File: src/rtl/vtag_cache.sv
`timescale 1ns/1ps
module vtag_cache #(
  parameter int ADDR_W      = 32,
  parameter int LINES       = 4,
  parameter int BLOCK_BYTES = 4,
  parameter int PID_W       = 4,
  parameter bit FLUSH_MODE  = 1'b0
) (
  input  logic                     clk,
  input  logic                     rst_n,
  input  logic                     cpu_req,
  input  logic                     cpu_we,
  input  logic [ADDR_W-1:0]        cpu_addr,
  input  logic [31:0]              cpu_wdata,
  output logic [31:0]              cpu_rdata,
  output logic                     cpu_hit,
  output logic                     cpu_stall,
  input  logic                     ctx_switch,
  input  logic [PID_W-1:0]         ctx_pid,
  output logic                     mem_wr,
  output logic [ADDR_W-1:0]        mem_waddr,
  output logic [31:0]              mem_wdata,
  output logic [PID_W-1:0]         mem_wpid,
  output logic                     fill_req,
  output logic [ADDR_W-1:0]        fill_addr,
  output logic [PID_W-1:0]         fill_pid,
  input  logic                     fill_valid,
  input  logic [BLOCK_BYTES*8-1:0] fill_data
);
  localparam int BLK_W  = BLOCK_BYTES * 8;
  localparam int OFF_W  = $clog2(BLOCK_BYTES);
  localparam int IDX_W  = $clog2(LINES);
  localparam int TAG_W  = ADDR_W - OFF_W - IDX_W;
  localparam int WORDS  = BLOCK_BYTES / 4;
  localparam int WSEL_W = (WORDS > 1) ? $clog2(WORDS) : 1;

  logic [LINES-1:0] valid_q;
  logic [TAG_W-1:0] tag_q  [LINES];
  logic [PID_W-1:0] pid_q  [LINES];
  logic [BLK_W-1:0] data_q [LINES];

  logic             miss_q;
  logic [TAG_W-1:0] mtag_q;
  logic [IDX_W-1:0] midx_q;
  logic [PID_W-1:0] cur_pid;

  logic [IDX_W-1:0]  idx;
  logic [TAG_W-1:0]  tag;
  logic [WSEL_W-1:0] wsel;
  logic [BLK_W-1:0]  blk;
  logic              line_hit, accept, rd_miss;

  assign idx  = cpu_addr[OFF_W +: IDX_W];
  assign tag  = cpu_addr[ADDR_W-1 -: TAG_W];
  assign wsel = WSEL_W'((cpu_addr >> 2) & ADDR_W'(WORDS - 1));
  assign blk  = data_q[idx];

  assign line_hit = valid_q[idx] && (tag_q[idx] == tag) &&
                    (FLUSH_MODE || (pid_q[idx] == cur_pid));
  assign accept   = cpu_req && !miss_q && !ctx_switch;
  assign rd_miss  = accept && !cpu_we && !line_hit;

  assign cpu_hit   = accept && line_hit;
  assign cpu_rdata = blk[wsel*32 +: 32];
  assign cpu_stall = miss_q || (cpu_req && ctx_switch) || rd_miss;

  assign mem_wr    = accept && cpu_we;
  assign mem_waddr = cpu_addr;
  assign mem_wdata = cpu_wdata;
  assign mem_wpid  = cur_pid;

  assign fill_req  = miss_q;
  assign fill_addr = {mtag_q, midx_q, {OFF_W{1'b0}}};
  assign fill_pid  = cur_pid;

  always_ff @(posedge clk or negedge rst_n) begin
    if (!rst_n) begin
      valid_q <= '0;
      miss_q  <= 1'b0;
      cur_pid <= '0;
    end else if (miss_q) begin
      if (fill_valid) begin
        miss_q          <= 1'b0;
        valid_q[midx_q] <= 1'b1;
      end
    end else if (ctx_switch) begin
      cur_pid <= ctx_pid;
      if (FLUSH_MODE) valid_q <= '0;
    end else if (rd_miss) begin
      miss_q <= 1'b1;
    end
  end

  always_ff @(posedge clk) begin
    if (rd_miss) begin
      mtag_q <= tag;
      midx_q <= idx;
    end
    if (miss_q && fill_valid) begin
      tag_q[midx_q]  <= mtag_q;
      pid_q[midx_q]  <= cur_pid;
      data_q[midx_q] <= fill_data;
    end else if (cpu_hit && cpu_we) begin
      data_q[idx][wsel*32 +: 32] <= cpu_wdata;
    end
  end
endmodule

File: config.mk
export PLATFORM = sky130hd
export DESIGN_NAME = vtag_cache
export DESIGN_NICKNAME = d
export VERILOG_FILES = /design/src/rtl/vtag_cache.sv
export SDC_FILE = /design/constraint.sdc
export NUM_CORES = 1
export LEC_CHECK = 0
export BUFFER_PORTS_ARGS = -buffer_cell sky130_fd_sc_hd__buf_2
export CAP_MARGIN = 40
export CORE_ASPECT_RATIO = 0.75
export CORE_UTILIZATION = 59
export DETAILED_ROUTE_END_ITERATION = 8
export PLACE_DENSITY = 0.85
export RECOVER_POWER = 100
export SETUP_SLACK_MARGIN = 0.15
export SYNTH_ARGS = -nofsm -noshare
export SYNTH_HDL_FRONTEND = slang
export SYNTH_SLANG_ARGS = --single-unit
File: constraint.sdc
create_clock -name clk -period 10.7 [get_ports clk]
set_clock_uncertainty 0.15 [all_clocks]
set_input_delay 0 -clock clk [delete_from_list [all_inputs] [get_ports clk]]
set_output_delay 0 -clock clk [all_outputs]
set_load 0.005 [all_outputs]
==> results of run 1 <==
-- kinds of logic after synthesis --
group	after synthesis
mux	116
flops	295
xor+xnor	28
simple gates	37
compound gates	28
buf+inv	100
other cells	1
-- repair_timing --
item,in CTS,in global routing
hold endpoints to repair,186,0
hold buffers,107,0
endpoints found under the setup margin,0,0
gates resized for setup,0,0
-- state kept, by name, summed over array words and instances (netlist names) --
name and flops:
data_q 128, fill_pid 4, fill_req 1, midx_q 2, mtag_q 28, pid_q 16
tag_q 112, valid_q 4
-- report_power, final --
part / internal, W / switching, W
Combinational: 0.000104 / 0.0000925
Clock: 0.000560 / 0.000412
Sequential: 0.00129 / 0.0000167
-- cells in the mapped netlist (all sizes together) (2+ instances only) --
cell type	instances	share of area
edfxtp	286	0.70
buf	85	0.052
mux4	57	0.11
mux2	43	0.048
xnor2	23	0.016
mux2i	16	0.013
inv	11	0.0034
dfrtp	9	0.018
o21ai	7	0.0029
nand2	6	0.0018
nand4	6	0.0043
nor2	5	0.0015
xor2	5	0.0036
clkbuf	4	0.0012
nand2b	4	0.0020
nand3	4	0.0016
o22ai	4	0.0020
nor3	3	0.0012
a211oi	2	0.0012
a21oi	2	0.00082
a221oi	2	0.0014
a222oi	2	0.0016
o32ai	2	0.0014
or2	2	0.0010
-- area by class of cell --
type,instances,area share
multi-input cells,211,0.1765
clock inverters,12,0.008048
repair buffers,359,0.1548
clock buffers,39,0.05194
well taps,258,0.02141
diodes,1,0.0001659
flip-flops and latches,295,0.5844
inverters,11,0.002738
-- layer usage --
layer	part of all wire	GRT usage	vias to the layer above
met5	0	0	-
met4	0.040	0.1203	0
met3	0.064	0.04399	82
met2	0.51	0.4488	385
met1	0.39	0.3406	3493
li1	-	-	2968
-- metrics by stage --
step	total power, W	std cells	instance area (µm²)	worst slack (ns)
after floorplan	0.001429	606	12220	5.861
after global placement	0.001481	1019	13200	5.518
after detailed placement	0.001493	1027	13400	6.366
after CTS	0.002478	1185	15380	6.578
after global routing	0.002541	1186	15080	3.277
final	0.002473	1186	15080	3.612
-- worst paths after layout --
path	from	end	cells after the start
max	cpu_addr[3]	data_q[0][19]$_DFFE_PP_	10
min	cpu_wdata[22]	mem_wdata[22]	2
max reg2reg	tag_q[2][3]$_DFFE_PP_	data_q[0][19]$_DFFE_PP_	8
min reg2reg	valid_q[1]$_DFFE_PN0P_	valid_q[1]$_DFFE_PN0P_	1
max in group asynchronous	rst_n	valid_q[2]$_DFFE_PN0P_	3
min in group asynchronous	rst_n	fill_req$_DFF_PN0_	3
-- cell usage in the layout (no fill, tap or decap), types with 4 or more instances in the layout --
cell type and n:
edfxtp_1 286, buf_2 131, clkbuf_1 119, dlygate4sd3_1 107, mux4_2 57, clkbuf_16 29, mux2_1 26, xnor2_1 23
mux2_2 17, mux2i_1 16, inv_1 10, dfrtp_1 9, nand2_1 6, nor2_1 5, o21ai_0 5, nand4_1 5
xor2_1 5, buf_16 5, nand3_1 4, nand2b_1 4, clkinv_1 4
==> flow_summary.ini, run 1 <==
[sta]
min_period_ns = 7.088
fmax_mhz = 141.1
drv_slew = 198
worstMarginPinSlew_ns = 2.811
hold_viol = 0
slew_headroom = -0.8739
finalSetupTns_ns = 0
finalCritPeriodShare = 0.6624
setup_viol = 0
timing.hold.ws_ns = 0.02612
rsz0062_at_grt = false

[critical_path]
worstSetupPathType = primary input to flip-flop
worstPathArrival_ns = 7.18
startpoint_type = primary input
critical-path-top-delay-family = buffers and inverters
worstPathCellList = clkbuf_1 -> clkbuf_1 -> mux2_2 -> a222oi_1 -> o21ai_0 -> a211oi_1 -> nand4_4 -> buf_12 -> mux2_1 -> dlygate4sd3_1
worst-path-buf-inv = 4
crit_required_ns = 10.79
cp_common_cell = clkbuf_1
cp_max_fo = 46
end_kind = flip-flop
reg2reg_slack_ns = 6.75
max_stage_delay_ns = 2.09
slowest_stage = clkbuf_1

[synthesis]
synth_enable_flop_cells = 286
syn_area_mm2 = 0.01221
synth.distinct_cells = 44
ys_warn_count = 0
ys_ff_latch = 295
postSynth.asyncResetShare = 0.03051
synth_compound_area_frac = 0.01741
synth_top_family_by_area = multiplexers
synthAdderAreaFrac = 0
ys_seq_area_frac = 0.7216
synth-main-ff-cell = edfxtp_1
synthXorXnorAreaFrac = 0.02008
synth-simple-area-share = 0.01803
avgSynthCellArea_um2 = 20.19
synth.area.mux_share = 0.1658
syn_inst = 605

[floorplanning]
start_util = 0.6026
pin_count = 246
die_x_um = 168.1
fp.dieH_um = 126.6
rows = 45
fp.dieArea_mm2 = 0.02129
core-area_mm2 = 0.02027

[drt]
post_drt_wl_per_cell_um = 23.55
viasPerCell = 5.841
dr.pass1.iters = 7
drc = 0
num_vias = 6928
ant_nets = 0
drt_wl_total_um = 27930
drtIter0Drc = 613

[global_route]
grt_util_all_layers = 0.2643
grt_pass1_vias = 7338
antenna_found_initial = 1
grt_pass1_wl_um = 41740
grt_max_degree = 50
grt_overflow = 0

[placed_design]
gp_congestion = 0.7835
dp_hpwl_um = 16040
portBuffers = 239

[power_and_ir_drop]
ir_drop_mv = 0.1215
cellPowerDensity_mw_per_mm2 = 164.0
leakage_nw = 5.213

[cts]
clock-sinks = 295
htree_levels = 1
worst_skew_pair.late_latency_ns = 0.53
clock-root-buffer = clkbuf_16
cts_tree = built
clkTransAtPathRegs_ns = 0.06
cts.path.max_buffers = 3
postCtsSetupBuffers = 0
cts_made_buffers = 28

[cells_and_area]
fillers = 1193
multi_input_area_mm2 = 0.002661
area_delta_synth_final_pct = 23.47
final_net_count = 1012
seq_area_mm2 = 0.008813
post-route-util = 0.7440
layout-drive-gt1-share = 0.2826

[run]
max-cap-violations = 7

[outcome]
status = finished, violations left
violations = capacitance limit, slew limit

[min_path]
hold_path.class = primary input to primary output
No activity file was read; power rests on OpenSTA's default activity.
==> inputs of run 2 (changes only) <==
--- a/config.mk
+++ b/config.mk
@@ -8,9 +8,9 @@
 export BUFFER_PORTS_ARGS = -buffer_cell sky130_fd_sc_hd__buf_2
 export CAP_MARGIN = 40
 export CORE_ASPECT_RATIO = 0.75
-export CORE_UTILIZATION = 59
+export CORE_UTILIZATION = 50
 export DETAILED_ROUTE_END_ITERATION = 8
-export PLACE_DENSITY = 0.85
+export PLACE_DENSITY = 0.77
 export RECOVER_POWER = 100
 export SETUP_SLACK_MARGIN = 0.15
 export SYNTH_ARGS = -nofsm -noshare
==> constraint.sdc (replaced) <==
create_clock -name clk -period 5.93 [get_ports clk]
set_clock_uncertainty 0.15 [all_clocks]
set_input_delay 0 -clock clk [delete_from_list [all_inputs] [get_ports clk]]
set_output_delay 0 -clock clk [all_outputs]
set_load 0.005 [all_outputs]
==> run 2 against run 1 <==
  * The run still ends with capacitance limit, slew limit left
  * Cell count rose by 6.3%
  * Wire length fell by 10%
  * First-iteration DRC count fell by 20%
  * Hold slack improved by 0.00075 ns
  * Critical path type unchanged
  * Largest power group unchanged
==> flow_summary.ini, run 2 (synthesized netlist as in run 1, its figures left out) <==
[outcome]
status = finished, violations left
violations = capacitance limit, slew limit

[cts]
worst_skew_pair.late_latency_ns = 0.53
cts_tree = built
clkTransAtPathRegs_ns = 0.06
postCtsSetupBuffers = 0
clock-root-buffer = clkbuf_16
cts.repair.resized = 0
cts.path.max_buffers = 3
htree_levels = 1
cts_made_buffers = 29
cts_hold_buf = 110
clock-sinks = 295

[power_and_ir_drop]
ir_drop_mv = 0.2592
finalPower_w = 0.004339
cellPowerDensity_mw_per_mm2 = 289.5
leakage_nw = 5.090

[global_route]
grt_max_degree = 36
grt_util_all_layers = 0.1979
antenna_found_initial = 0
grt_overflow = 0
grt_pass1_wl_um = 37260
grt_pass1_vias = 6649

[sta]
timing.hold.ws_ns = 0.02687
fmax_mhz = 200.3
drv_slew = 93
worstMarginPinSlew_ns = 2.247
hold_viol = 0
rsz0062_at_grt = false
finalSetupTns_ns = 0
setup_viol = 0
slew_headroom = -0.4983
finalCritPeriodShare = 0.8418
min_period_ns = 4.992

[cells_and_area]
regMostFlops = data_q
largest_register_ffs = 128
num_antenna_cells = 0
reg.largest.list = data_q (128), tag_q (112), mtag_q (28)
final_net_count = 1016
layout_common_cells = edfxtp_1 (286), clkbuf_1 (130), buf_2 (113)
layout-drive-gt1-share = 0.2613
layout_commonest_cell = edfxtp_1
area_delta_synth_final_pct = 22.73

[critical_path]
crit_required_ns = 5.92
worstPathCellList = dlygate4sd3_1 -> buf_4 -> buf_4 -> mux4_2 -> o32ai_1 -> a211oi_1 -> and4bb_2 -> and4_1 -> nor2_1 -> clkbuf_1
worst-path-buf-inv = 4
startpoint_type = primary input
critical-path-top-delay-family = buffers and inverters
worstSetupPathType = primary input to flip-flop
slowest_stage = clkbuf_1
cp_common_cell = buf_4
worstPathArrival_ns = 4.98
cp_max_fo = 35
end_kind = flip-flop
max_stage_delay_ns = 1.02

[drt]
drt-met1-wl_um = 10520
drc = 0
post_drt_wl_per_cell_um = 19.93
drtIter0Drc = 490
dr_wl_met2_um = 12750
num_vias = 6590
highest_layer = met4
drt_wl_total_um = 25130
ant_nets = 0
dr_wl_met3_um = 1207
viasPerCell = 5.226
dr.pass1.iters = 5

[placed_design]
gp_congestion = 0.7869
dp_hpwl_um = 15320
portBuffers = 239

[floorplanning]
die_x_um = 182.5
fp.dieArea_mm2 = 0.02506
fp.dieH_um = 137.4
core-area_mm2 = 0.02397
start_util = 0.5095
rows = 49
pin_count = 246

[min_path]
hold_path.class = primary input to primary output

[run]
max-cap-violations = 3
==> run 2: worst paths after layout <==
check	startpoint	end	slack, ns	cells after the start
hold / removal	cpu_wdata[25]	mem_wdata[25]	0.03	2
setup reg to reg	tag_q[2][22]$_DFFE_PP_	data_q[2][25]$_DFFE_PP_	1.60	7
setup / recovery	cpu_addr[2]	mtag_q[16]$_DFFE_PP_	0.94	10
hold reg to reg	valid_q[2]$_DFFE_PN0P_	valid_q[2]$_DFFE_PN0P_	0.32	1
max in group asynchronous	rst_n	valid_q[0]$_DFFE_PN0P_	4.87	3
min in group asynchronous	rst_n	fill_pid[3]$_DFFE_PN0P_	0.39	3
==> run 2: layer usage <==
metal  track usage  vias up
met2        0.3342      208
li1              -     2962
met1        0.2635     3369
met5             0        -
met3       0.03410       51
met4       0.06676        0
==> run 2: layout make-up <==
class / count / area [µm²]
inverter: 11 / 41.29
multi-input combinational: 211 / 2628
clock inverter: 14 / 85.08
fill: 1755 / 8981
clock buffer: 37 / 755.7
timing repair buffer: 362 / 2253
tap: 331 / 414.1
sequential: 295 / 8813
==> run 2: metrics by stage <==
stage | setup slack (ns) | util | cells | area [µm²]
5_1_grt | 0.5885 | 0.6253 | 1261 | 14990
2_1_floorplan | 1.091 | - | 606 | 12220
3_3_place_gp | 1.593 | 0.5556 | 1097 | 13320
4_1_cts | 1.319 | 0.6391 | 1261 | 15320
6_report | 0.9382 | 0.6253 | 1261 | 14990
3_5_place_dp | 1.662 | 0.5581 | 1100 | 13380
==> run 2: power breakdown <==
group / internal [W] / switching (W)
combinational: 0.000180 / 0.000157
clock: 0.000932 / 0.000720
sequential: 0.00232 / 0.0000258
